$ cat config.mk
export PLATFORM = sky130hd
export DESIGN_NAME = sg_chain_walker
export DESIGN_NICKNAME = d
export VERILOG_FILES = /design/src/rtl/sgw_pkg.sv /design/src/rtl/sgw_ptr_regs.sv /design/src/rtl/sgw_walker.sv /design/src/rtl/sg_chain_walker.sv
export SDC_FILE = /design/constraint.sdc
export NUM_CORES = 1
export LEC_CHECK = 0
export ABC_CLOCK_PERIOD_IN_PS = 4700
export BUFFER_PORTS_ARGS = -buffer_cell sky130_fd_sc_hd__buf_2
export CAP_MARGIN = 20
export CORE_MARGIN = 5
export CORE_UTILIZATION = 25
export CTS_CLUSTER_DIAMETER = 30
export DETAILED_ROUTE_END_ITERATION = 8
export GPL_ROUTABILITY_DRIVEN = 0
export HOLD_SLACK_MARGIN = 0.12
export PLACE_DENSITY_LB_ADDON = 0.08
export SYNTH_ARGS = -nofsm -noshare
export SYNTH_HDL_FRONTEND = slang
export SYNTH_HIERARCHICAL = 1
export SYNTH_SLANG_ARGS = --single-unit
$ cat constraint.sdc
create_clock -name clk -period 4.7 [get_ports clk]
set_input_delay 0.705 -clock clk [delete_from_list [all_inputs] [get_ports clk]]
set_output_delay 0.705 -clock clk [all_outputs]
set_load 0.1 [all_outputs]
$ cat src/rtl/sgw_pkg.sv
package sgw_pkg;

    localparam int WORD_W = 32;

    // Byte offsets of the fields inside one descriptor
    localparam int STATUS_BYTE_OFS = 28;
    localparam int DONE_BIT        = 31;
    localparam int FAULT_BIT       = 30;
    localparam int FIELD_CNT       = 4;

    typedef enum logic [2:0] {
        ST_IDLE,
        ST_RD_REQ,
        ST_RD_WAIT,
        ST_CMD,
        ST_DONE,
        ST_WB_REQ,
        ST_WB_WAIT
    } walk_state_e;

endpackage

$ cat src/rtl/sgw_ptr_regs.sv
module sgw_ptr_regs #(
    parameter int ADDR_W     = 32,
    parameter int ALIGN_BITS = 6
) (
    input  logic              clk,
    input  logic              rst_n,
    input  logic              sg_enable,
    input  logic              idle,
    input  logic              cur_wr,
    input  logic              tail_wr,
    input  logic [ADDR_W-1:0] host_wdata,
    input  logic              adv_valid,
    input  logic [ADDR_W-1:0] adv_ptr,
    output logic [ADDR_W-1:0] cur_ptr,
    output logic [ADDR_W-1:0] tail_ptr
);

    localparam logic [ADDR_W-1:0] LOW_ONES   = ADDR_W'((64'd1 << ALIGN_BITS) - 64'd1);
    localparam logic [ADDR_W-1:0] ALIGN_MASK = ~LOW_ONES;

    typedef struct packed {
        logic [ADDR_W-1:0] cur;
        logic [ADDR_W-1:0] tail;
    } ptr_state_t;

    ptr_state_t q, d;

    always_comb begin
        d = q;
        if (tail_wr) begin
            d.tail = host_wdata & ALIGN_MASK;
        end
        if (!sg_enable) begin
            d.cur = '0;
        end else if (adv_valid) begin
            d.cur = adv_ptr & ALIGN_MASK;
        end else if (cur_wr && idle) begin
            d.cur = host_wdata & ALIGN_MASK;
        end
    end

    always_ff @(posedge clk) begin
        if (!rst_n) begin
            q <= '0;
        end else begin
            q <= d;
        end
    end

    assign cur_ptr  = q.cur;
    assign tail_ptr = q.tail;

    AST_CUR_ALIGNED: assert property (@(posedge clk) disable iff (!rst_n)
        (cur_ptr & LOW_ONES) == '0);

    AST_TAIL_ALIGNED: assert property (@(posedge clk) disable iff (!rst_n)
        (tail_ptr & LOW_ONES) == '0);

    AST_SG_OFF_CLEARS: assert property (@(posedge clk) disable iff (!rst_n)
        !sg_enable |=> cur_ptr == '0);

    AST_CUR_FROZEN_WHILE_BUSY: assert property (@(posedge clk) disable iff (!rst_n || !sg_enable)
        (!idle && !adv_valid) |=> $stable(cur_ptr));

endmodule

$ cat src/rtl/sgw_walker.sv
module sgw_walker
    import sgw_pkg::*;
#(
    parameter int ADDR_W = 32,
    parameter int LEN_W  = 23
) (
    input  logic              clk,
    input  logic              rst_n,
    input  logic              sg_enable,
    input  logic              cyclic_en,
    input  logic              tail_wr,
    input  logic [ADDR_W-1:0] cur_ptr,
    input  logic [ADDR_W-1:0] tail_ptr,
    output logic              idle,
    output logic              err_mem,
    output logic              err_copy,
    output logic              adv_valid,
    output logic [ADDR_W-1:0] adv_ptr,
    output logic              mem_req_valid,
    input  logic              mem_req_ready,
    output logic              mem_req_write,
    output logic [ADDR_W-1:0] mem_req_addr,
    output logic [WORD_W-1:0] mem_req_wdata,
    input  logic              mem_rsp_valid,
    input  logic [WORD_W-1:0] mem_rsp_data,
    input  logic              mem_rsp_err,
    output logic              cmd_valid,
    input  logic              cmd_ready,
    output logic [ADDR_W-1:0] cmd_src,
    output logic [ADDR_W-1:0] cmd_dst,
    output logic [LEN_W-1:0]  cmd_len,
    input  logic              done_valid,
    input  logic              done_err
);

    localparam int IDX_W = $clog2(FIELD_CNT);

    typedef struct packed {
        walk_state_e       st;
        logic [IDX_W-1:0]  widx;
        logic [ADDR_W-1:0] nxt;
        logic [ADDR_W-1:0] src;
        logic [ADDR_W-1:0] dst;
        logic [LEN_W-1:0]  len;
        logic              cperr;
        logic              emem;
        logic              ecopy;
    } walk_t;

    walk_t q, d;

    logic [ADDR_W-1:0] rd_ofs;
    logic [ADDR_W-1:0] wb_ofs;
    logic              last_desc;

    assign rd_ofs    = ADDR_W'({q.widx, 3'b000});
    assign wb_ofs    = ADDR_W'(STATUS_BYTE_OFS);
    assign last_desc = !cyclic_en && (cur_ptr == tail_ptr);

    always_comb begin
        d         = q;
        adv_valid = 1'b0;
        adv_ptr   = q.nxt;
        if (!sg_enable) begin
            d.st    = ST_IDLE;
            d.emem  = 1'b0;
            d.ecopy = 1'b0;
        end else begin
            unique case (q.st)
                ST_IDLE: begin
                    if (tail_wr && !q.emem && !q.ecopy) begin
                        d.st   = ST_RD_REQ;
                        d.widx = '0;
                    end
                end
                ST_RD_REQ: begin
                    if (mem_req_ready) d.st = ST_RD_WAIT;
                end
                ST_RD_WAIT: begin
                    if (mem_rsp_valid) begin
                        if (mem_rsp_err) begin
                            d.emem = 1'b1;
                            d.st   = ST_IDLE;
                        end else begin
                            unique case (q.widx)
                                2'd0:    d.nxt = ADDR_W'(mem_rsp_data);
                                2'd1:    d.src = ADDR_W'(mem_rsp_data);
                                2'd2:    d.dst = ADDR_W'(mem_rsp_data);
                                default: d.len = mem_rsp_data[LEN_W-1:0];
                            endcase
                            if (q.widx == IDX_W'(FIELD_CNT - 1)) begin
                                d.st = ST_CMD;
                            end else begin
                                d.widx = q.widx + 1'b1;
                                d.st   = ST_RD_REQ;
                            end
                        end
                    end
                end
                ST_CMD: begin
                    if (cmd_ready) d.st = ST_DONE;
                end
                ST_DONE: begin
                    if (done_valid) begin
                        d.cperr = done_err;
                        d.st    = ST_WB_REQ;
                    end
                end
                ST_WB_REQ: begin
                    if (mem_req_ready) d.st = ST_WB_WAIT;
                end
                ST_WB_WAIT: begin
                    if (mem_rsp_valid) begin
                        if (mem_rsp_err) begin
                            d.emem = 1'b1;
                            d.st   = ST_IDLE;
                        end else if (q.cperr) begin
                            d.ecopy = 1'b1;
                            d.st    = ST_IDLE;
                        end else if (last_desc) begin
                            d.st = ST_IDLE;
                        end else begin
                            adv_valid = 1'b1;
                            d.widx    = '0;
                            d.st      = ST_RD_REQ;
                        end
                    end
                end
                default: d.st = ST_IDLE;
            endcase
        end
    end

    always_ff @(posedge clk) begin
        if (!rst_n) begin
            q    <= '0;
            q.st <= ST_IDLE;
        end else begin
            q <= d;
        end
    end

    assign idle          = (q.st == ST_IDLE);
    assign err_mem       = q.emem;
    assign err_copy      = q.ecopy;
    assign mem_req_valid = (q.st == ST_RD_REQ) || (q.st == ST_WB_REQ);
    assign mem_req_write = (q.st == ST_WB_REQ);
    assign mem_req_addr  = cur_ptr + (mem_req_write ? wb_ofs : rd_ofs);
    assign mem_req_wdata = {1'b1, q.cperr, {(WORD_W-2){1'b0}}};
    assign cmd_valid     = (q.st == ST_CMD);
    assign cmd_src       = q.src;
    assign cmd_dst       = q.dst;
    assign cmd_len       = q.len;

    AST_REQ_HELD: assert property (@(posedge clk) disable iff (!rst_n || !sg_enable)
        (mem_req_valid && !mem_req_ready) |=> (mem_req_valid && $stable(mem_req_addr)));

    AST_CMD_HELD: assert property (@(posedge clk) disable iff (!rst_n || !sg_enable)
        (cmd_valid && !cmd_ready) |=> (cmd_valid && $stable(cmd_src) && $stable(cmd_len)));

    AST_START_NEEDS_TAIL: assert property (@(posedge clk) disable iff (!rst_n)
        $fell(idle) |-> ($past(tail_wr) && $past(sg_enable)));

    AST_STOP_AT_TAIL: assert property (@(posedge clk) disable iff (!rst_n)
        ($rose(idle) && sg_enable && $past(sg_enable) && !err_mem && !err_copy)
        |-> ($past(cur_ptr == tail_ptr) && !$past(cyclic_en)));

    AST_ERR_HALTS: assert property (@(posedge clk) disable iff (!rst_n)
        (err_mem || err_copy) |-> idle);

endmodule

$ cat src/rtl/sg_chain_walker.sv
module sg_chain_walker
    import sgw_pkg::*;
#(
    parameter int ADDR_W     = 32,
    parameter int LEN_W      = 23,
    parameter int ALIGN_BITS = 6
) (
    input  logic              clk,
    input  logic              rst_n,
    input  logic              sg_enable,
    input  logic              cyclic_en,
    input  logic              cur_wr,
    input  logic              tail_wr,
    input  logic [ADDR_W-1:0] host_wdata,
    output logic [ADDR_W-1:0] cur_ptr,
    output logic [ADDR_W-1:0] tail_ptr,
    output logic              idle,
    output logic              err_mem,
    output logic              err_copy,
    output logic              mem_req_valid,
    input  logic              mem_req_ready,
    output logic              mem_req_write,
    output logic [ADDR_W-1:0] mem_req_addr,
    output logic [31:0]       mem_req_wdata,
    input  logic              mem_rsp_valid,
    input  logic [31:0]       mem_rsp_data,
    input  logic              mem_rsp_err,
    output logic              cmd_valid,
    input  logic              cmd_ready,
    output logic [ADDR_W-1:0] cmd_src,
    output logic [ADDR_W-1:0] cmd_dst,
    output logic [LEN_W-1:0]  cmd_len,
    input  logic              done_valid,
    input  logic              done_err
);

    logic              adv_valid;
    logic [ADDR_W-1:0] adv_ptr;

    sgw_ptr_regs #(
        .ADDR_W     (ADDR_W),
        .ALIGN_BITS (ALIGN_BITS)
    ) u_regs (
        .clk        (clk),
        .rst_n      (rst_n),
        .sg_enable  (sg_enable),
        .idle       (idle),
        .cur_wr     (cur_wr),
        .tail_wr    (tail_wr),
        .host_wdata (host_wdata),
        .adv_valid  (adv_valid),
        .adv_ptr    (adv_ptr),
        .cur_ptr    (cur_ptr),
        .tail_ptr   (tail_ptr)
    );

    sgw_walker #(
        .ADDR_W (ADDR_W),
        .LEN_W  (LEN_W)
    ) u_walker (
        .clk           (clk),
        .rst_n         (rst_n),
        .sg_enable     (sg_enable),
        .cyclic_en     (cyclic_en),
        .tail_wr       (tail_wr),
        .cur_ptr       (cur_ptr),
        .tail_ptr      (tail_ptr),
        .idle          (idle),
        .err_mem       (err_mem),
        .err_copy      (err_copy),
        .adv_valid     (adv_valid),
        .adv_ptr       (adv_ptr),
        .mem_req_valid (mem_req_valid),
        .mem_req_ready (mem_req_ready),
        .mem_req_write (mem_req_write),
        .mem_req_addr  (mem_req_addr),
        .mem_req_wdata (mem_req_wdata),
        .mem_rsp_valid (mem_rsp_valid),
        .mem_rsp_data  (mem_rsp_data),
        .mem_rsp_err   (mem_rsp_err),
        .cmd_valid     (cmd_valid),
        .cmd_ready     (cmd_ready),
        .cmd_src       (cmd_src),
        .cmd_dst       (cmd_dst),
        .cmd_len       (cmd_len),
        .done_valid    (done_valid),
        .done_err      (done_err)
    );

endmodule

======== After elaboration in Yosys (flattened, before gate mapping) ========
Cells that the tools add are included.
operators by class
  order comparisons ....................... 0
  multiplexer cells ....................... 38
  add/sub/neg operators ................... 2
  eq/ne operators ......................... 22
  shift operators ......................... 0
  div/mod/pow operators ................... 0
  $mul .................................... 0
  reductions and logical operators ........ 24
  bitwise operators ....................... 2
operators with widths
  operator                                                                 number
  32-bit two-way mux                                                       5
  124-bit two-way mux                                                      1
  121-bit two-way mux                                                      1
  32-bit adder                                                             1
  26-bit == test                                                           1
  23-bit two-way mux                                                       1
  3-bit two-way mux                                                        7
  3-bit case mux with 7 select lines                                       1
  2-bit inequality test, second input constant                             10
  5-bit AND reduction                                                      4
  5-bit two-way mux                                                        3
  2-bit two-way mux                                                        6
  1-bit two-way mux                                                        11
  10-bit AND reduction                                                     1
  3-bit == test, second input constant                                     3
  7-bit AND reduction                                                      1
  3-bit by 2-bit == test with 1-bit output, second input constant          2
  2-bit case mux with 3 select lines                                       1
  3-bit AND reduction                                                      2
  2-bit == test, second input constant                                     2
  1-bit logical AND                                                        4
  2-bit by 1-bit inequality test with 1-bit output, second input constant  2
  4-bit AND reduction                                                      1
  2-bit nonzero test                                                       2
  12 further kinds                                                         15
word-level totals
  output and inout port bits .............. 221
  word-level logic and storage cells ...... 99
  bits in latches ......................... 0
  input port bits ......................... 76
  memories kept ........................... 0
  register bits ........................... 179
  bits in read-only memories .............. 0
  memory bits (writable) .................. 0

======== Longest topological paths before layout ========
  word-level depth ........................ 9
  depth in mapped cells ................... 12
  depth with buffers taken out ............ 11

======== By module ========
The synthesis kept the hierarchy.
by module, submodules not included
  module        times used  area each (um^2)  seq. area each (um^2)  cells an instance
  sgw_walker    1           7099.3            2542.4                 881
  sgw_ptr_regs  1           2820.2            1041.0                 250

======== Least setup slack after synthesis ========
No wires, ideal clock.
  path kind ............................... reg-to-output
  start ................................... reg u_walker/q[124] (netlist name)
  end ..................................... out mem_req_addr[4]
  path buffers ............................ 1
  slack ................................... 0.012 ns
  stages on the path, launching flop included .. 7
  arrival ................................. 3.983 ns
  data required time ...................... 3.995 ns
  path through ............................ dfxtp_1 > clkbuf_1 > nor2b_1 > nand2_1 > nand2_1 > ha_1 > xor2_1
on the way
  cells in the longest elaborated chain, start to end .. 3
RTL lines
  what               RTL line               RTL
  from (decl)        sgw_walker.sv:50       walk_t q, d;
  3-bit == test      sgw_walker.sv:147      assign mem_req_write = (q.st == ST_WB_REQ);
  5-bit two-way mux  sgw_walker.sv:148      assign mem_req_addr = cur_ptr + (mem_req_write ? wb_ofs : rd_ofs);
  32-bit adder       sgw_walker.sv:148
  to (decl)          sg_chain_walker.sv:23  output logic [ADDR_W-1:0] mem_req_addr,
Every way passes these cells.

======== Worst setup path after layout ========
Same ends and word-level chain as after synthesis.

==> results.md <==
* Initial Utilization at approximately 25%
* Die Y at between 200 and 250 um
* Die X-Extent at between 200 and 250 um
* Pins Over Slew Limit at 0
* Maximum vdd drop at about 250 uV
* Initial DRC Count at around 370
* Mapped cell area at about 9700 um2
* Cells after DPL at about 1700
* CTS tree: built
* Sink Count at 173
* Layout cells sized above 1 at between 20 and 30%
* Max cap viols at 0
* Critical Path RT at around 4000 ps
* RSZ-0062 raised after global routing: false
* Antenna violations before repair at 2
* Worst hold path class: reg -> reg
* Antenna-violating nets left at 0
* Clock transition at the registers of the reported paths at about 70 ps
* Root Buffer Master: clkbuf_16
* Detailed-route via count at between 7000 and 8000
* Slew @ Worst Pin at 1100 ps
* Hold_buf cts at 0
* Vias in the first global route at around 7100
* CP Capture Type: primary output
* Busiest grt layer: met2
* Tot Pwr at 3.73 mW
* 1st-pass router iterations at 4
* Setup Fix Bufs, Post-CTS at 0
* Row count at a little over 70
* Mapped Cells at 1101
* Met3 usage at about 4.3%
* Crit path arrival time at 2290 ps
* Wire per inst at 18.7 um
* I/O Buffers at around 240
* Max FO, Critical Path at 12
* Max Root-Sink Buffers at 2
* Setup WS post-layout at ~1700 ps
* # H-tree levels at 4
* Leakage at approximately 4.5 nW
* Critical Path Source Type: register
* Worst Skew at between 7 and 8 ps
* Met2 Usage GRT at a little over a fifth
* Hold Slack at between 400 and 500 ps
* CTS Buf Count at 17
* GRT overflow at 0
* P&R area growth vs syn at 11.3%
* Relative slew slack at between 20% and 30%
* First-pass GRT wire length at around 47 mm
* Tmin final at approximately 3000 ps
* Ys Warns at 6
* Routed WL at around 32 mm
* Fmax at approximately 330 MHz
* Core ar. at ~38000 um2
* Outcome: complete, no violations
* Hpwl dp at around 23 mm
* Drt via density at approximately 4.3
* Remaining DRCs at 0
* Final Hold Fails at 0
* Total GRT Usage at 14.6%
* Post-CTS sizing at 0
* Die Area at approximately 43000 um2
* Critical path class: reg -> out
* Final worst-path cycle share at between 60 and 70%
* Largest net degree at the start of global routing at 79
* Final Core Density at 28.0%
* Final nets at roughly 1300
* Top Ports at 297
* # diodes at 0
* Power Dens Cells at around 350 nW/um2
* Area after DPL at 10200 um2
* Final setup viols at 0
* Syn avg cell area at roughly 8.8 um2
* Dpl ws at between 1500 and 2000 ps
* Clock Latency Late Sink at 440 ps
* Met1 usage at between 20 and 25%
* Layout Cells excl Fill at 1714
* Post-route cell area at ~11000 um2
* Final setup TNS at 0 ps
## flip-flops by register name, indices dropped and copies added, names as in the netlist
name / count
u_walker/cmd_len: 23
u_walker/err_mem: 1
u_walker/cmd_src: 32
u_walker/err_copy: 1
u_walker/adv_ptr: 26
u_walker/mem_req_wdata: 1
u_regs/tail_ptr: 26
u_regs/cur_ptr: 26
u_walker/cmd_dst: 32
u_walker/q: 5
## path summary, 6_finish.rpt
check                            start                   end  slack (ps)  cells past startpoint
hold / removal    u_walker/cmd_src[27]  u_walker/cmd_src[27]         450                      2
setup reg to reg     u_regs/cur_ptr[7]    u_regs/cur_ptr[25]        1780                      8
setup / recovery       u_walker/q[124]       mem_req_addr[4]        1710                      6
hold reg to reg   u_walker/cmd_src[27]  u_walker/cmd_src[27]         450                      2
## cell type report
cell class                 instances  area [um2]
clock buffer                      18         439
tap                              518         648
timing repair buffer             254        1310
inverter                           5        18.8
clock inverter                    14         145
fill                            4205       27700
multi-input combinational        732        4730
sequential                       173        3460
## power breakdown
part           internal (mW)  leakage, nW  switching [mW]
registers               1.49         1.40          0.0437
clock network          0.798        0.278           0.660
logic                  0.147         2.79           0.595
## metal layers
metal | routed length (um) | vias up | share of wire, %
met3 | 2410 | 19 | 7.5
met2 | 13900 | 193 | 43
met4 | 297 | 4 | 0.93
li1 | - | 3635 | -
met5 | 27 | - | 0.084
met1 | 15400 | 3470 | 48
## layout by cell type, fill, tap and decap left out, drive strengths merged, types with 2 or more instances in the layout
master / count
nand2b: 6
nor3: 4
nand4: 13
dfxtp: 173
nand2: 247
xnor2: 45
o211ai: 2
and4bb: 14
nand3: 15
ha: 7
xor2: 15
a21boi: 113
buf: 254
clkbuf: 18
a211oi: 26
and4: 3
nor2: 16
conb: 43
clkinvlp: 4
a21oi: 6
o21ai: 8
inv: 6
clkinv: 7
nor4: 29
nor4bb: 12
mux2i: 29
nor4b: 3
bufinv: 2
nor2b: 57
and3: 11
## worst max-delay path, stage by stage, from the launching register on
cell and delay, ps:
dfxtp_1 570, nor2b_1 220, nand2_1 110, nand2_1 140, ha_1 190, xor2_1 170
buf_2 450
(Power assumes the default switching activity.)
